**src/rtl/pll_seq_pkg.sv**
```systemverilog
package pll_seq_pkg;

  typedef enum logic [3:0] {
    S_IDLE,
    S_RD_CTRL,
    S_WR_PD,
    S_WR_MDIV,
    S_WR_NP,
    S_WR_PU,
    S_WAIT,
    S_RD_STAT,
    S_WR_EN
  } seq_state_t;

  // register word index inside a bank (byte offset = index * 4)
  typedef enum logic [1:0] {
    REG_STAT  = 2'd0,
    REG_CTRL  = 2'd1,
    REG_MDIV  = 2'd2,
    REG_NPDIV = 2'd3
  } reg_kind_t;

  localparam int CTRL_PD   = 0;
  localparam int CTRL_BYP  = 1;
  localparam int CTRL_DIN  = 2;
  localparam int CTRL_DOUT = 3;
  localparam int CTRL_EN   = 4;
  localparam int STAT_LOCK = 0;

  localparam logic [31:0] NP_UNITY = 32'h0030_2062;

endpackage

```
**src/rtl/pll_seq_addr.sv**
```systemverilog
module pll_seq_addr
  import pll_seq_pkg::*;
#(
  parameter int ADDR_W = 12,
  parameter int NBANK  = 2,
  parameter int BANK_W = 1,
  parameter logic [NBANK*ADDR_W-1:0] BASES = '0
) (
  input  logic [BANK_W-1:0] bank,
  input  reg_kind_t         kind,
  output logic [ADDR_W-1:0] addr
);

  logic [ADDR_W-1:0] cand [NBANK];

  for (genvar g = 0; g < NBANK; g++) begin : g_bank
    assign cand[g] = BASES[g*ADDR_W +: ADDR_W] + ADDR_W'({kind, 2'b00});
  end

  always_comb begin
    addr = cand[0];
    for (int i = 0; i < NBANK; i++) begin
      if (BANK_W'(i) == bank) addr = cand[i];
    end
  end

endmodule

```
**src/rtl/pll_seq_timer.sv**
```systemverilog
module pll_seq_timer #(
  parameter int WAIT_CYC = 20
) (
  input  logic clk,
  input  logic rst,
  input  logic load,
  output logic expired
);

  localparam int CNT_W = (WAIT_CYC > 1) ? $clog2(WAIT_CYC + 1) : 1;

  logic [CNT_W-1:0] cnt;
  logic             run;

  always_ff @(posedge clk) begin
    if (rst) begin
      cnt <= '0;
      run <= 1'b0;
    end else if (load) begin
      cnt <= CNT_W'(WAIT_CYC - 1);
      run <= 1'b1;
    end else if (run) begin
      if (cnt == '0) run <= 1'b0;
      else           cnt <= cnt - 1'b1;
    end
  end

  assign expired = run && (cnt == '0);

endmodule

```
**src/rtl/pll_reprog_seq.sv**
```systemverilog
module pll_reprog_seq
  import pll_seq_pkg::*;
#(
  parameter int DATA_W   = 32,
  parameter int ADDR_W   = 12,
  parameter int NBANK    = 2,
  parameter int BANK_W   = (NBANK > 1) ? $clog2(NBANK) : 1,
  parameter int WAIT_CYC = 20,
  parameter int POLL_MAX = 4,
  parameter logic [NBANK*ADDR_W-1:0] BANK_BASES = {12'h02C, 12'h01C}
) (
  input  logic              clk,
  input  logic              rst,
  input  logic              start_i,
  input  logic [BANK_W-1:0] bank_i,
  input  logic [DATA_W-1:0] mdiv_i,
  output logic              req_o,
  output logic              we_o,
  output logic [ADDR_W-1:0] addr_o,
  output logic [DATA_W-1:0] wdata_o,
  input  logic              ack_i,
  input  logic [DATA_W-1:0] rdata_i,
  output logic              busy_o,
  output logic              done_o,
  output logic              fail_o
);

  localparam int POLL_W = (POLL_MAX > 1) ? $clog2(POLL_MAX + 1) : 1;
  localparam logic [DATA_W-1:0] M_PD   = DATA_W'(1) << CTRL_PD;
  localparam logic [DATA_W-1:0] M_EN   = DATA_W'(1) << CTRL_EN;
  localparam logic [DATA_W-1:0] M_MODE = (DATA_W'(1) << CTRL_BYP) | (DATA_W'(1) << CTRL_DIN)
                                       | (DATA_W'(1) << CTRL_DOUT) | M_EN;

  seq_state_t        st;
  logic [BANK_W-1:0] bank_q;
  logic [DATA_W-1:0] mdiv_q;
  logic [DATA_W-1:0] ctrl_q;
  logic [POLL_W-1:0] polls;

  reg_kind_t         kind;
  logic [BANK_W-1:0] bank_sel;
  logic [ADDR_W-1:0] nxt_addr;
  logic              xfer, lock_ok, last_poll, tmr_load, tmr_exp;
  logic [DATA_W-1:0] ctrl_down, ctrl_up;

  // register kind of the access issued on leaving the current state
  always_comb begin
    case (st)
      S_WR_PD:   kind = REG_MDIV;
      S_WR_MDIV: kind = REG_NPDIV;
      S_WAIT:    kind = REG_STAT;
      default:   kind = REG_CTRL;
    endcase
  end

  assign bank_sel  = (st == S_IDLE) ? bank_i : bank_q;
  assign xfer      = req_o && ack_i;
  assign lock_ok   = rdata_i[STAT_LOCK];
  assign last_poll = (polls == POLL_W'(POLL_MAX - 1));
  assign ctrl_down = (rdata_i | M_PD) & ~M_MODE;
  assign ctrl_up   = ctrl_q & ~M_PD;
  assign tmr_load  = xfer && ((st == S_WR_PU) || (st == S_RD_STAT && !lock_ok && !last_poll));
  assign busy_o    = (st != S_IDLE);

  pll_seq_addr #(
    .ADDR_W(ADDR_W), .NBANK(NBANK), .BANK_W(BANK_W), .BASES(BANK_BASES)
  ) u_addr (
    .bank(bank_sel), .kind(kind), .addr(nxt_addr)
  );

  pll_seq_timer #(.WAIT_CYC(WAIT_CYC)) u_timer (
    .clk(clk), .rst(rst), .load(tmr_load), .expired(tmr_exp)
  );

  always_ff @(posedge clk) begin
    if (rst) begin
      st      <= S_IDLE;
      req_o   <= 1'b0;
      we_o    <= 1'b0;
      addr_o  <= '0;
      wdata_o <= '0;
      done_o  <= 1'b0;
      fail_o  <= 1'b0;
      bank_q  <= '0;
      mdiv_q  <= '0;
      ctrl_q  <= '0;
      polls   <= '0;
    end else begin
      done_o <= 1'b0;
      fail_o <= 1'b0;
      case (st)
        S_IDLE: if (start_i) begin
          bank_q <= bank_i;
          mdiv_q <= mdiv_i;
          polls  <= '0;
          req_o  <= 1'b1;
          we_o   <= 1'b0;
          addr_o <= nxt_addr;
          st     <= S_RD_CTRL;
        end
        S_RD_CTRL: if (xfer) begin
          ctrl_q  <= ctrl_down;
          we_o    <= 1'b1;
          wdata_o <= ctrl_down;
          addr_o  <= nxt_addr;
          st      <= S_WR_PD;
        end
        S_WR_PD: if (xfer) begin
          wdata_o <= mdiv_q;
          addr_o  <= nxt_addr;
          st      <= S_WR_MDIV;
        end
        S_WR_MDIV: if (xfer) begin
          wdata_o <= DATA_W'(NP_UNITY);
          addr_o  <= nxt_addr;
          st      <= S_WR_NP;
        end
        S_WR_NP: if (xfer) begin
          ctrl_q  <= ctrl_up;
          wdata_o <= ctrl_up;
          addr_o  <= nxt_addr;
          st      <= S_WR_PU;
        end
        S_WR_PU: if (xfer) begin
          req_o <= 1'b0;
          we_o  <= 1'b0;
          st    <= S_WAIT;
        end
        S_WAIT: if (tmr_exp) begin
          req_o  <= 1'b1;
          we_o   <= 1'b0;
          addr_o <= nxt_addr;
          st     <= S_RD_STAT;
        end
        S_RD_STAT: if (xfer) begin
          if (lock_ok) begin
            ctrl_q  <= ctrl_q | M_EN;
            we_o    <= 1'b1;
            wdata_o <= ctrl_q | M_EN;
            addr_o  <= nxt_addr;
            st      <= S_WR_EN;
          end else if (last_poll) begin
            req_o  <= 1'b0;
            fail_o <= 1'b1;
            st     <= S_IDLE;
          end else begin
            polls <= polls + 1'b1;
            req_o <= 1'b0;
            st    <= S_WAIT;
          end
        end
        S_WR_EN: if (xfer) begin
          req_o  <= 1'b0;
          we_o   <= 1'b0;
          done_o <= 1'b1;
          st     <= S_IDLE;
        end
        default: st <= S_IDLE;
      endcase
    end
  end

endmodule

```
**config.mk**
```make
export PLATFORM = sky130hd
export DESIGN_NAME = pll_reprog_seq
export DESIGN_NICKNAME = d
export VERILOG_FILES = /design/src/rtl/pll_seq_pkg.sv /design/src/rtl/pll_seq_addr.sv /design/src/rtl/pll_seq_timer.sv /design/src/rtl/pll_reprog_seq.sv
export SDC_FILE = /design/constraint.sdc
export NUM_CORES = 1
export LEC_CHECK = 0
export BUFFER_PORTS_ARGS = -buffer_cell sky130_fd_sc_hd__buf_2
export CAP_MARGIN = 20
export CORE_MARGIN = 1
export CORE_UTILIZATION = 35
export CTS_CLUSTER_SIZE = 14
export DETAILED_ROUTE_END_ITERATION = 10
export HOLD_SLACK_MARGIN = 0.06
export PLACE_DENSITY_LB_ADDON = 0.3
export REMOVE_ABC_BUFFERS = 1
export SYNTH_ARGS = -nofsm -noshare
export SYNTH_HDL_FRONTEND = slang
export SYNTH_HIERARCHICAL = 1
export SYNTH_SLANG_ARGS = --single-unit
```
**constraint.sdc**
```tcl
create_clock -name clk -period 3.1 [get_ports clk]
set_input_delay 0.155 -clock clk [delete_from_list [all_inputs] [get_ports clk]]
set_output_delay 0.155 -clock clk [all_outputs]
set_load 0.005 [all_outputs]
```
Word level (Yosys, flattened, before mapping). Cells that the tools add are included.

Mux-type cells: 57. Bitwise gates (word level): 5. Eq/ne operators: 24. Reduce and logical (&&, ||, !) cells: 36. Add/subtract/negate cells: 4.

Operators by type and width (count): 32-bit 2-to-1 mux (6); 32-bit case mux with 5 select lines (1); 32-bit case mux with 3 select lines (1); 12-bit 2-to-1 mux (6); 12-bit case mux with 4 select lines (1); 4-bit 2-to-1 mux (10); 4-bit case mux with 9 select lines (1); 2-bit != test (second input constant) (13); 5-bit 2-to-1 mux (5); 1-bit 2-to-1 mux (17); 4-bit by 3-bit == test with 1-bit output (second input constant) (4); 3-bit 2-to-1 mux (5); 7-bit AND reduction (2); 6-bit AND reduction (2); 4-bit nonzero test (3); 5-bit AND reduction (2); 5-bit nonzero test (2); 9-bit AND reduction (1); 4-bit by 2-bit == test with 1-bit output (second input constant) (2); 4-bit AND reduction (2); 2-bit nonzero test (4); 4-bit OR reduction (2); 6-bit by 4-bit adder with 7-bit output (first input constant) (1); 5-bit by 4-bit adder with 6-bit output (first input constant) (1); other kinds (18) (32).

Input port bits: 69. Register bits: 126. Output and inout port bits: 49.

Depth between registers and ports, before layout. Gate-level depths: netlist of run 1.

Depth in word-level cells: 7. Gate-level depth with buffers: 11. Mapped depth without buffers: 8.

Cells and area by module. Netlist of run 1, hierarchy kept.

Modules (own cells, without submodules): pll_reprog_seq (instances 1, cells an instance 606, area each 5117.4 um^2); pll_seq_timer (instances 1, cells an instance 35, area each 304.0 um^2); pll_seq_addr (instances 1, cells an instance 17, area each 111.4 um^2).

Worst setup path after synthesis of run 1. Ideal clock, no wire load.

Kind: register to register. From: register u_timer.cnt[0]. To: register addr_o[2]. Required time: 3.028 ns. Path buffers: 1. Setup slack: 1.264 ns. Setup time: 0.072 ns. Cell stages (with the launch flop): 10. Arrival: 1.764 ns. Period minus slack after synthesis: 1.836 ns. Cells stage by stage: dfxtp_1 -> inv_1 -> ha_1 -> nand4bb_1 -> nor2_1 -> or2_0 -> a221oi_2 -> a2111oi_4 -> buf_6 -> mux2i_1.

Word-level cells in the longest chain between the ends: 4.

Ends and longest elaborated chain: from (decl) (RTL line pll_seq_timer.sv:12) `logic [CNT_W-1:0] cnt;`; from (signal assigned) (RTL line pll_seq_timer.sv:20) `cnt <= CNT_W'(WAIT_CYC - 1);`; from (signal assigned) (RTL line pll_seq_timer.sv:24) `else cnt <= cnt - 1'b1;`; 5-bit logical NOT (RTL line pll_seq_timer.sv:28) `assign expired = run && (cnt == '0);`; 1-bit logical AND (RTL line pll_seq_timer.sv:28); named net tmr_exp (RTL line pll_reprog_seq.sv:43) `logic xfer, lock_ok, last_poll, tmr_load, tmr_exp;`; 2-bit != test (no source line); 6-bit AND reduction (no source line); to (signal assigned) (RTL line pll_reprog_seq.sv:98) `addr_o <= nxt_addr;`; to (signal assigned) (RTL line pll_reprog_seq.sv:105) `addr_o <= nxt_addr;`; to (signal assigned) (RTL line pll_reprog_seq.sv:110) `addr_o <= nxt_addr;`; to (decl) (RTL line pll_reprog_seq.sv:19) `output logic [ADDR_W-1:0] addr_o,`.

The timed path passes the listed nets, and every way through them passes these cells. A chain may end at the register's enable or synchronous reset.

Worst setup path in the final report of run 1.
From: register st[0]. To: register addr_o[4].

RTL lines: from (decl) (RTL line pll_reprog_seq.sv:34) `seq_state_t st;`; from (signal assigned) (RTL line pll_reprog_seq.sv:77) `st <= S_IDLE;`; from (signal assigned) (RTL line pll_reprog_seq.sv:99) `st <= S_RD_CTRL;`; from (signal assigned) (RTL line pll_reprog_seq.sv:106) `st <= S_WR_PD;`; 4-bit logical NOT * (RTL line pll_reprog_seq.sv:56) `assign bank_sel = (st == S_IDLE) ? bank_i : bank_q;`; 1-bit 2-to-1 mux * (RTL line pll_reprog_seq.sv:56); named net bank_sel (RTL line pll_reprog_seq.sv:41) `logic [BANK_W-1:0] bank_sel;`; 12-bit 2-to-1 mux * (RTL line pll_seq_addr.sv:23) `if (BANK_W'(i) == bank) addr = cand[i];`; named net nxt_addr[4] (RTL line pll_reprog_seq.sv:42) `logic [ADDR_W-1:0] nxt_addr;`; 12-bit 2-to-1 mux (RTL line pll_reprog_seq.sv:136) `if (lock_ok) begin`; 12-bit 2-to-1 mux (RTL line pll_reprog_seq.sv:135) `S_RD_STAT: if (xfer) begin`; 12-bit case mux with 4 select lines * (RTL line pll_reprog_seq.sv:91) `case (st)`; to (signal assigned) (RTL line pll_reprog_seq.sv:98); to (signal assigned) (RTL line pll_reprog_seq.sv:132) `addr_o <= nxt_addr;`; to (signal assigned) (RTL line pll_reprog_seq.sv:140) `addr_o <= nxt_addr;`.

The timed path passes the listed nets; every way through them passes the cells marked *. The select of a mux whose other input is x is not followed.

==> results list, run 1 <==
- Outcome: completed
- Later-pin clock latency in the skew report: 0.42 ns
- In this run the register-to-register setup slack is around 0.75 ns.
* Number of logic stages on the critical path including buffering: 8
- The critical path contains buffers and inverters numbering 3 combined.
* Cell count of the worst hold path: 3
- For the final routed database, the setup TNS stands at 0 ns.
- Number of I/O port buffers: ~110
- Once detailed placement completed, the half-perimeter wirelength came to about 9300 µm.
- Iteration count of the initial detailed-routing pass: 8
- TritonCTS built the clock tree.
* Critical path data arrival time: 2.69 ns
- For this run, the register share of the synthesized area comes to between 40% and 50%.
* Net switching power: ~0.0016 W
- Logic depth of the worst register-to-register path: 8
- At the pin with the least slew margin, the transition time is 0.886 ns.
* Vertical extent of the die: 128 µm
* Initial Utilization: between 30% and 40%
- After filler insertion, the fill cell instance count of the layout stands at approximately 1500.
* Maximum achievable frequency: between 0.4 and 0.5 GHz
- Among all cell types in the netlist, the one instantiated most often is sky130_fd_sc_hd__nand2_1.
* Net count of the finished layout: 884
- At the end of the flow the core is filled with cells to about 48%.
- Summing all flip-flop and latch instances after layout gives 2460 µm².
- Number of remaining DRC errors: 0
- By area the synthesized netlist is led by sky130_fd_sc_hd__dfxtp_1 45%, sky130_fd_sc_hd__nand2_1 11%, sky130_fd_sc_hd__a21oi_1 9.4%.
- Iter 0 DRT Violations: around 360
- Yosys warns: 6
* Max_slew headroom: approximately two fifths
* Average cell area after synthesis: 8.41 µm²
- Tot GR Track Use: 20.0%
- For this run the aggregate overflow at the end of global routing stands at 0.
- Final critical-path share of the clock period: around 76%
- Share of layout cells above drive strength 1: around 21%
* Via count of the first global-routing pass: approximately 5000
- Summed over all instances, the cell type with the most area after synthesis is sky130_fd_sc_hd__dfxtp_1.
* Shortest clock period the worst path allows after layout: approximately 2.3 ns
* Async set-reset flop share out of synthesis: 0%
- In the final routed layout, each cell accounts on average for between 15 and 20 µm.
* Top FF cell, synth: sky130_fd_sc_hd__dfxtp_1
- Entering global routing, the biggest net connects 51 pins.
- Crit Reg-Reg Startpoint: st[0]
- Count of pins on the block boundary: ~120
* Antenna violations before repair: 0
- Areal power density over the cells: approximately 710 nW/µm²
* Critical setup path kind: reg2reg
- Startpoint type of the worst setup path: register
- Worst hold path startpoint: rdata_i[0]
* Number of enable-type register cells in the synthesized netlist: 0
- Routed vias: 5208
* Flop and latch count out of synthesis: between 100 and 150
- The tool flagged a number of max-cap violations equal to 0.
* Worst setup path start: st[0]
- For hold timing, the worst endpoint is fail_o.
- Clock power frac: approximately two fifths
- Antenna cells: 0
- Final GP Congestion: 0.775
- The cell area that synthesis handed to floorplanning was between 5000 and 6000 µm².
- On the worst path, the slowest cell contributes a delay of about 0.55 ns.
- Maximum count of clock buffers along a single path: 2
- Share of power burned in combinational logic: between 20% and 30%
- From synthesis to final layout, the design area changed by 33.4%.
- Multi-input combinational cell area: between 2000 and 3000 µm²
- Resized Gates After CTS: 0
- For this design, the sink count on the clock tree is roughly 120.
- CTS built an H-tree with a depth of 4.
* Total internal power: about 0.0036 W
* Leak: a little over 3 nW
* Class of the tightest hold or removal check: in2reg
- Traced cell by cell, the critical path runs through buf_4 -> nor4_2 -> mux2_2 -> inv_1 -> ha_1 -> inv_1 -> nand2_1 -> mux2i_1.
- STA classifies the critical path endpoint as a register.
- In this run the critical register-to-register path is captured at addr_o[4].
- The floorplan step defined a die boundary enclosing roughly 16000 µm².
* Setup-violating endpoint count in the final report: 0
- Crit-path most repeated cell: sky130_fd_sc_hd__inv_1
- Vias per cell: between 5 and 6
- Data required time of the worst path: between 3 and 4 ns
- The max-slew violation total from the final report is 0.
- After synthesis, the most frequently instantiated cells are 165 x sky130_fd_sc_hd__nand2_1, 123 x sky130_fd_sc_hd__dfxtp_1, 104 x sky130_fd_sc_hd__a21oi_1.
- Mapped Cells: 658
- The region available for standard cell placement spans 15300 µm².
- Share of total power consumed by net switching: 31.2%
- From left edge to right edge, the die measures ~130 µm.
- Kind of cell with the highest combined delay on the critical path: simple AND/OR/NAND/NOR gates
- The root buffer cell chosen for the clock tree is sky130_fd_sc_hd__clkbuf_16.
- Synthesis instantiated roughly 70 different standard cells from the library.
- Top-area cell type share of the netlist area: around 45%
- Wire length of the first global-routing pass: 25500 µm
* Remaining number of nets flagged by the antenna check after routing: 0
- Setup repair after global routing left no endpoint under its margin.
- After clock tree synthesis, the clock-pin slew on the worst setup and hold paths is around 0.050 ns.
- In this run the core area contains between 40 and 50 standard-cell rows.
* CTS Buf Count: 17
- Across the VDD grid, the largest voltage drop is 423 µV.
- The final-report hold violation count was 0.
* Highest-delay cell along the critical path: sky130_fd_sc_hd__nor4_2
* CP Max Fanout: 17
- Aggregate routed wire length: ~16000 µm
- Reg power frac: between 30% and 40%
- Across the routed clock network, the largest skew measured is around 0.0043 ns.
[cell type report]
cell class              count  share of cell area (%)
well taps                 211                    3.58
clock buffers              20                    6.19
repair buffers            190                    17.8
inverters                  16                   0.814
multi-input cells         462                    36.3
flip-flops and latches    123                    33.4
clock inverters            11                    1.95
[through the flow]
stage | hold slack, ns | total power (W) | cell area, µm² | worst slack, ns | std cells
floorplan | 0.221 | 0.00270 | 5200 | 0.510 | 601
global placement | 0.399 | 0.00320 | 6170 | 0.831 | 941
detailed placement | 0.401 | 0.00321 | 6170 | 0.782 | 941
CTS | 0.0834 | 0.00530 | 7370 | 0.769 | 1032
global route | 0.103 | 0.00555 | 7380 | 0.586 | 1033
finish | 0.0938 | 0.00527 | 7380 | 0.755 | 1033
[power groups by stage]
stage	clock (W)	combinational, W	sequential (W)
6_report	0.00202	0.00131	0.00194
5_1_grt	0.00212	0.00146	0.00197
4_1_cts	0.00206	0.00131	0.00194
3_5_place_dp	0	0.00124	0.00197
3_3_place_gp	0	0.00123	0.00197
2_1_floorplan	0	0.000732	0.00197
[routing by layer]
metal | wire length (µm) | global-route usage, % | up-vias
met1 | 7390 | 27.2 | 2401
met5 | 0 | 0 | -
met2 | 7210 | 31.0 | 159
met3 | 853 | 5.22 | 14
met4 | 167 | 5.74 | 0
li1 | - | - | 2634
[state kept, by name (all words and copies together) (netlist names)]
name,count
mdiv_q,32
wdata_o,32
ctrl_q,29
addr_o,12
u_timer/cnt,5
st,4
polls,3
bank_q,1
done_o,1
fail_o,1
req_o,1
u_timer/run,1
we_o,1
[worst max path at each step]
stage / endpoint
6_report: addr_o[4]
3_3_place_gp: wdata_o[7]
2_1_floorplan: wdata_o[19]
4_1_cts: addr_o[4]
5_1_grt: addr_o[4]
3_5_place_dp: wdata_o[10]
[cells by family after synthesis]
logic type                 synth area share (%)
xor gates and xnor gates                  0.317
and+or+nand+nor                            19.2
muxes                                      2.74
other                                    0.0678
AOI/OAI and AO/OA                          24.4
DFF                                        44.5
buffers and inverters                      7.64
adders and majority gates                  1.13
[cells in the final DEF, fill, tap and decap left out, drive strengths merged, types with 8 or more instances in the layout]
cell	n
nand2	165
dlygate4sd3	60
nor2	16
clkbuf	20
a222oi	22
o21ai	9
mux2i	14
dfxtp	123
a211oi	23
conb	8
a21oi	104
inv	17
nor3	13
buf	130
[what timing repair did]
| item | CTS | global route |
|---|---|---|
| endpoints found under the hold margin | 65 | 0 |
| hold buffers | 60 | 0 |
| setup buffers | 0 | 0 |
[worst reg2reg max path, cell delays in order (launching register included)]
cell,delay [ns]
sky130_fd_sc_hd__dfxtp_1,0.52
sky130_fd_sc_hd__buf_4,0.29
sky130_fd_sc_hd__nor4_2,0.56
sky130_fd_sc_hd__mux2_2,0.40
sky130_fd_sc_hd__inv_1,0.06
sky130_fd_sc_hd__ha_1,0.21
sky130_fd_sc_hd__inv_1,0.05
sky130_fd_sc_hd__nand2_1,0.04
sky130_fd_sc_hd__mux2i_1,0.15
Note: power is estimated with default switching activity, not from simulation.
==> inputs of run 2 (changes only) <==
--- a/config.mk
+++ b/config.mk
@@ -5,6 +5,7 @@
 export SDC_FILE = /design/constraint.sdc
 export NUM_CORES = 1
 export LEC_CHECK = 0
+export ABC_AREA = 1
 export BUFFER_PORTS_ARGS = -buffer_cell sky130_fd_sc_hd__buf_2
 export CAP_MARGIN = 20
 export CORE_MARGIN = 1
==> constraint.sdc (replaced) <==
create_clock -name clk -period 2.41 [get_ports clk]
set_input_delay 0.1205 -clock clk [delete_from_list [all_inputs] [get_ports clk]]
set_output_delay 0.1205 -clock clk [all_outputs]
set_load 0.005 [all_outputs]
==> results list, run 2 <==
- The minimum clock period is 2.10 ns (-0.242 ns).
* Overall power consumption: 0.00921 W (+75%)
- Reg power frac: 31.4% (-5.5 points)
* Critical path data arrival time: 2.46 ns (-0.23 ns)
- Final GP Congestion: 0.844 (+8.9%)
* Count of H-tree levels built during CTS: 4 (unchanged)
- The first-pass iteration count of the detailed router is 5 (-3).
* Max Clock Skew: 0.00929 ns (+0.00500 ns)
- Largest stage delay on the critical path: 0.61 ns (+0.06 ns)
- Among all stages on the critical path, the largest delay is contributed by sky130_fd_sc_hd__dfxtp_1.
- The worst-margin pin slew is 0.667 ns (-0.219 ns).
* Vias per cell: 4.59 (-8.9%)
* Die area: 17600 µm² (+7.7%)
* Antenna cells: 0 (unchanged)
- STA classifies the critical path endpoint as a register.
- Walking the worst path, the cells encountered are nand2_4 -> inv_1 -> nand2_1 -> nand2_2 -> buf_12 -> nand2_1 -> nand2_1 -> nor2_1 -> nand2_1 -> nand2_1 -> nor2_1.
- Commonest cells in the synthesized netlist: 256 x sky130_fd_sc_hd__nand2_1, 175 x sky130_fd_sc_hd__nor2_1, 123 x sky130_fd_sc_hd__dfxtp_1
- Compared with the post-synthesis result, the final layout area differs by 31.6%.
* Outcome: completed
- The clock network fraction of total power came to 29.6% (-8.7 points).
- Number of standard cells in the final layout excluding fillers: 1289 (+25%)
* Unrepaired setup endpoints after global routing: false
* Setup-violating endpoint count in the final report: 0 (unchanged)
- The met2 track utilization from global routing is 31.5% (+0.45 points).
* Routed vias: 5918 (+14%)
* Share of power burned in combinational logic: 39.0% (+14 points)
- The share of post-route cells with drive strength above 1 was 17.3% (-4.1 points).
- Die outline width: 133 µm (+3.8%)
* Kind of cell with the highest combined delay on the critical path: simple AND/OR/NAND/NOR gates
- The clock edge transition at the registers on the reported setup and hold paths is 0.06 ns (about the same).
* Met3 demand-to-capacity share in global routing: 4.29% (-0.93 points)
- Maximum count of clock buffers along a single path: 2 (unchanged)
- In the post-synthesis netlist, the cell with the most instances is sky130_fd_sc_hd__nand2_1.
- Aggregate routed wire length: 16500 µm (+5.4%)
- Top cells by area in the synthesized netlist: sky130_fd_sc_hd__dfxtp_1 41%, sky130_fd_sc_hd__nand2_1 16%, sky130_fd_sc_hd__nor2_1 11%
- Yosys warns: 6 (unchanged)
- Remaining number of nets flagged by the antenna check after routing: 0 (unchanged)
- CTS Buf Count: 17 (unchanged)
- The number of I/O port buffers is 113 (unchanged).
* Iter 0 DRT Violations: 326 (-10%)
- The fraction of power spent switching nets came to 37.8% (+6.5 points).
- The combined global-route utilization of all metal layers is 19.3% (-0.71 points).
* Crit-path most repeated cell: sky130_fd_sc_hd__nand2_1
- Class of the tightest hold or removal check: in2reg
- Count of pins over their slew limit: 0 (unchanged)
- The post-synthesis cell area was 5960 µm² (+7.8%).
- The share of synthesized registers carrying an async set or reset is 0% (unchanged).
* Count of pins on the block boundary: 118 (unchanged)
- The number of hold-repair buffers added at the cts stage was 55 (-8.3%).
* Initial Utilization: 36.0% (-0.17 points)
- CP Max Fanout: 18 (+1)
- Vertical extent of the die: 133 µm (+3.8%)
- The post-route clock period utilization is 87.3% (+12 points).
* Antenna violations before repair: 0 (unchanged)
* Instance count after placement with tap cells included: 1202 (+28%)
- The final-report hold violation count is 0 (unchanged).
* Data required time of the worst path: 2.77 ns (-0.68 ns)
- Worst VDD drop: 537 µV (+27%)
* Sequential cell area fraction in the yosys report: 41.3% (-3.2 points)
- Number of remaining DRC errors: 0 (unchanged)
* Areal power density over the cells: 1170 nW/µm² (+64%)
* Leak: 3.83 nW (+26%)
* Pin count of the biggest net entering global routing: 59 (+16%)
- Bufs and invs on worst path: 2 (-1)
- The clock latency of the later-clocked register in the worst-skew pair was 0.42 ns (about the same).
- The post-cts repair resize count is 0 (unchanged).
- The number of nets in the layout came to 1130 (+28%).
- Flop and latch count out of synthesis: 123 (unchanged)
- Wire length of the first global-routing pass: 26900 µm (+5.3%)
- The global routing usage on met1 came to 24.7% (-2.5 points).
* Standard-cell row count: 47 (+4.4%)
- Routing layer with the top usage in global route: met2
* CTS tree: built
- Top FF cell, synth: sky130_fd_sc_hd__dfxtp_1
- The number of flops mapped to enable cells by yosys is 0 (unchanged).
* GRT overflow: 0 (unchanged)
- The synthesized design spends more area on one cell type than any other, namely sky130_fd_sc_hd__dfxtp_1.
* Via count of the first global-routing pass: 5463 (+10%)
- The library cell used most frequently in the layout, excluding fill and tap cells, is sky130_fd_sc_hd__nand2_1.
- The number of instances in the synthesized netlist was 897 (+36%).
- Largest registers: mdiv_q: 32 flops, wdata_o: 32 flops, ctrl_q: 29 flops
* Total setup buffers inserted after CTS: 0 (unchanged)
* Average cell area after synthesis: 6.65 µm² (-21%)
- The fmax was 0.475 GHz (+11%).
- WHS: 0.112 ns (+0.0179 ns)
* Clock root buffer: sky130_fd_sc_hd__clkbuf_16
- Number of clock sinks seen by CTS: 123 (unchanged)
- Critical setup path kind: reg2reg
- Top-area cell type share of the netlist area: 41.3% (-3.2 points)
* Net switching power: 0.00348 W (+110%)
* Max-Cap Viols: 0 (unchanged)
- The worst slew slack as a fraction of its limit came to 55.5% (+15 points).
* Total internal power: 0.00573 W (+58%)
* Startpoint type of the worst setup path: register
- Top library cells by usage in the layout, fill and taps aside: 256 x sky130_fd_sc_hd__nand2_1, 175 x sky130_fd_sc_hd__nor2_1, 123 x sky130_fd_sc_hd__dfxtp_1
- The number of distinct library cells after synthesis was 30 (-57%).
- The standard cell core area came to 16600 µm² (+8.3%).
* WL/cell: 12.8 µm (-16%)
* HPWL after DPL: 10700 µm (+15%)
## run 2: changes by cell type after synthesis, sizes merged, moves of 19 or more
| cell | delta |
|---|---|
| a21oi | -34 |
| o21ai | +19 |
| nand2 | +98 |
| a222oi | -22 |
| nand3 | +64 |
| nor2 | +168 |
| inv | +59 |
| a211oi | -23 |
## run 2: per-stage QoR
| step | utilization, % | worst slack (ns) | setup TNS, ns | instance area [µm²] |
|---|---|---|---|---|
| 2_1_floorplan | - | -0.0117 | -0.0701 | 5650 |
| 3_3_place_gp | 40.2 | 0.337 | 0 | 6670 |
| 3_5_place_dp | 40.2 | 0.352 | 0 | 6670 |
| 4_1_cts | 47.3 | 0.333 | 0 | 7850 |
| 5_1_grt | 47.3 | 0.122 | 0 | 7850 |
| 6_report | 47.3 | 0.307 | 0 | 7850 |
## run 2: layout make-up
cell class,instances,area (µm²)
multi-input combinational,652,2910
sequential,123,2460
timing repair buffer,187,1300
tap,220,275
fill,1747,8730
inverter,75,282
clock inverter,11,166
clock buffer,21,460
## run 2: per-layer routing
| layer | up-vias | wire (µm) |
|---|---|---|
| met3 | 20 | 768 |
| met2 | 156 | 7560 |
| li1 | 3101 | - |
| met5 | - | 0 |
| met4 | 0 | 334 |
| met1 | 2641 | 7800 |
## run 2: cells by family after synthesis
kind of cell | synth area share (%)
fa+ha+maj | 1.05
simple gates | 37.6
xor+xnor | 0.147
compound gates | 9.42
buf+inv | 10.4
flops | 41.3
other cells | 0.0629
## run 2: power by group through the flow
stage / clock, W / sequential (W) / combinational (W)
detailed placement: 0 / 0.00293 / 0.00351
global route: 0.00287 / 0.00296 / 0.00408
finish: 0.00272 / 0.00290 / 0.00359
CTS: 0.00277 / 0.00289 / 0.00360
floorplan: 0 / 0.00293 / 0.00217
global placement: 0 / 0.00292 / 0.00349
## run 2: tightest hold or removal path, cell delays in order
cell and delay [ns]:
sky130_fd_sc_hd__buf_2 0.18, sky130_fd_sc_hd__nand3_1 0.11, sky130_fd_sc_hd__a21oi_1 0.06
## run 2: path summary, 6_finish.rpt
| kind | from | to | slack [ns] | depth (start not counted) |
|---|---|---|---|---|
| hold / removal | start_i | mdiv_q[30] | 0.11 | 3 |
| setup reg to reg | st[0] | wdata_o[23] | 0.31 | 11 |
| hold reg to reg | mdiv_q[0] | mdiv_q[0] | 0.45 | 2 |
| setup / recovery | st[0] | wdata_o[23] | 0.31 | 11 |
==> inputs of run 3 (changes only) <==
--- a/config.mk
+++ b/config.mk
@@ -8,8 +8,10 @@
 export ABC_AREA = 1
 export BUFFER_PORTS_ARGS = -buffer_cell sky130_fd_sc_hd__buf_2
 export CAP_MARGIN = 20
+export CELL_PAD_IN_SITES_DETAIL_PLACEMENT = 2
+export CELL_PAD_IN_SITES_GLOBAL_PLACEMENT = 2
 export CORE_MARGIN = 1
-export CORE_UTILIZATION = 35
+export CORE_UTILIZATION = 30
 export CTS_CLUSTER_SIZE = 14
 export DETAILED_ROUTE_END_ITERATION = 10
 export HOLD_SLACK_MARGIN = 0.06
==> results list, run 3 (synthesis results as in run 2) <==
* Share of layout cells above drive strength 1: 17.5% (+0.15 points)
- The total inserted antenna cells is 0 (unchanged).
- The combined global-route utilization of all metal layers was 22.7% (+3.5 points).
- The post-detailed-placement half-perimeter wirelength was 13600 µm (+27%).
* Maximum count of clock buffers along a single path: 2 (unchanged)
- Pin count of the biggest net entering global routing: 59 (unchanged)
- The routability-driven placement congestion ratio was 0.807 (-4.3%).
- Max_slew headroom: 51.0% (-4.5 points)
- The internal power came to 0.00554 W (-3.3%).
- Die outline width: 143 µm (+7.9%)
* Max Clock Skew: 0.00848 ns (-0.000807 ns)
* Iteration count of the initial detailed-routing pass: 4 (-1)
- The max-slew violation total from the final report came to 0 (unchanged).
- CP Max Fanout: 9 (-9)
- The clock edge transition at the registers on the reported setup and hold paths was 0.06 ns (about the same).
- Leak: 3.81 nW (-0.47%)
* Total setup buffers inserted after CTS: 0 (unchanged)
- Number of clock sinks seen by CTS: 123 (unchanged)
* Wire length of the first global-routing pass: 35300 µm (+32%)
- The power density over the cells was 1190 nW/µm² (+1.3%).
- The sequential power share came to 31.1% (-0.3 points).
- The detailed-route via count came to 6337 (+7.1%).
- Area of the core: 19500 µm² (+17%)
- Unrepaired setup endpoints after global routing: false
- The startpoint identified for the worst hold timing path is rdata_i[30].
- Worst VDD drop: 501 µV (-6.7%)
- Standard-cell row count: 51 (+8.5%)
- The initial DRC count is 172 (-47%).
- In this run the worst setup path begins at st[3].
- Number of remaining DRC errors: 0 (unchanged)
- The reported max-cap violation count is 0 (unchanged).
- Share of power burned in combinational logic: 42.1% (+3.1 points)
* Class of the tightest hold or removal check: in2reg
- CTS tree: built
* Remaining number of nets flagged by the antenna check after routing: 0 (unchanged)
- The slack of the worst reg-to-reg path is 0.28 ns (-0.02 ns).
- Clock root buffer: sky130_fd_sc_hd__clkbuf_16
* Setup-violating endpoint count in the final report: 0 (unchanged)
- Synth-to-Final Area Change: 32.3%
- Post-layout util: 40.5% (-6.8 points)
- Net count of the finished layout: 1132 (+0.18%)
- The switching power total was 0.00384 W (+10%).
- Aggregate routed wire length: 22200 µm (+35%)
* Min setup slack post-route: 0.284 ns (-0.0228 ns)
- The clock latency of the later-clocked register in the worst-skew pair is 0.42 ns (about the same).
- GRT overflow: 0 (unchanged)
- Commonest non-fill, non-tap cell in the layout: sky130_fd_sc_hd__nand2_1
- Worst Tran Pin Value: 0.736 ns (+0.0684 ns)
- Critical setup path kind: reg2reg
- The H-tree depth reported by CTS is 4 (unchanged).
- Vias per cell: 4.74 (+3.3%)
- The worst-case hold slack came to 0.119 ns (+0.00772 ns).
- Number of I/O port buffers: 113 (unchanged)
* Vertical extent of the die: 143 µm (+7.9%)
- The arrival time of the worst setup path came to 2.44 ns (-0.02 ns).
- Antenna violations before repair: 0 (unchanged)
- Via count of the first global-routing pass: 6903 (+26%)
- Crit end category: register
* Initial Utilization: 30.6% (-5.3 points)
- The fraction of power spent switching nets came to 40.9% (+3.2 points).
- STA classifies the critical path startpoint as a register.
- Top library cells by usage in the layout, fill and taps aside: 255 x sky130_fd_sc_hd__nand2_1, 175 x sky130_fd_sc_hd__nor2_1, 123 x sky130_fd_sc_hd__dfxtp_1
- The I/O pin count is 118 (unchanged).
* Shortest clock period the worst path allows after layout: 2.13 ns (+0.0228 ns)
* Largest registers: mdiv_q: 32 flops, wdata_o: 32 flops, ctrl_q: 29 flops
* Outcome: completed
- Final hold viol count: 0 (unchanged)
* Clock power frac: 26.9% (-2.7 points)
- Worst setup timing slack at the placement stage: 0.314 ns (-0.0385 ns)
- Die area: 20400 µm² (+16%)
* Crit Reg-Reg Startpoint: st[3]
- The data required time of the worst path is 2.73 ns (-0.04 ns).
* Final critical-path share of the clock period: 88.2% (+0.95 points)
- The number of CTS-inserted buffers came to 17 (unchanged).
* Maximum achievable frequency: 0.470 GHz (-1.1%)
- The wire length per cell after detailed routing is 16.6 µm (+30%).
[run 3: cell types whose count changed in the layout (fill, tap and decap cells not counted)]
cell,previous run,this run
sky130_fd_sc_hd__clkinvlp_4,0,3
sky130_fd_sc_hd__bufinv_16,4,2
sky130_fd_sc_hd__clkbuf_1,2,3
sky130_fd_sc_hd__buf_12,3,5
sky130_fd_sc_hd__clkinv_4,2,1
sky130_fd_sc_hd__nand2_2,4,5
sky130_fd_sc_hd__nand2_1,256,255
sky130_fd_sc_hd__clkbuf_8,2,1
[run 3: power groups by stage]
stage	Sequential [W]	Combinational, W	Clock [W]
floorplan	0.00293	0.00217	0
global placement	0.00291	0.00372	0
detailed placement	0.00293	0.00385	0
CTS	0.00290	0.00397	0.00257
global route	0.00298	0.00447	0.00266
finish	0.00291	0.00395	0.00252
[run 3: final cells by class]
class                           instances  area, µm²
Clock buffer                           21        450
Multi-Input combinational cell        652       2910
Clock inverter                         11        120
Fill cell                            2346      11600
Tap cell                              265        332
Sequential cell                       123       2460
Inverter                               75        282
Timing Repair Buffer                  189       1340
[run 3: critical path, stage by stage (launching register included)]
cell	delay (ns)
sky130_fd_sc_hd__dfxtp_1	0.39
sky130_fd_sc_hd__nor2_2	0.36
sky130_fd_sc_hd__nand2_1	0.24
sky130_fd_sc_hd__inv_1	0.21
sky130_fd_sc_hd__inv_1	0.07
sky130_fd_sc_hd__ha_1	0.18
sky130_fd_sc_hd__ha_1	0.27
sky130_fd_sc_hd__inv_1	0.03
sky130_fd_sc_hd__nand3b_1	0.14
sky130_fd_sc_hd__nand2_1	0.06
sky130_fd_sc_hd__nor2_1	0.05
[run 3: timing repair]
action,4_1_cts,5_1_grt
hold buffers,55,0
resized for setup,0,0
endpoints found under the setup margin,0,0
hold endpoints to repair,55,0
[run 3: routing by layer]
metal  track usage (%)  vias up  part of all wire (%)
met5                 0        -                     0
met4              9.68        0                   2.8
met3              3.66       44                   2.7
met2              41.3      121                    51
met1              26.1     3066                    44
li1                  -     3106                     -
[run 3: per-stage QoR]
stage	total power [W]	cells	TNS (ns)	cell area [µm²]
floorplan	0.00510	850	-0.0701	5650
global placement	0.00664	1249	0	6770
detailed placement	0.00678	1249	0	6770
CTS	0.00944	1336	0	7890
global route	0.0101	1336	0	7890
finish	0.00938	1336	0	7890
[run 3: path summary, 6_finish.rpt]
kind | to | cells after the start
hold reg to reg | mdiv_q[4] | 2
hold / removal | ctrl_q[30] | 5
setup reg to reg | addr_o[4] | 10
setup / recovery | addr_o[4] | 10
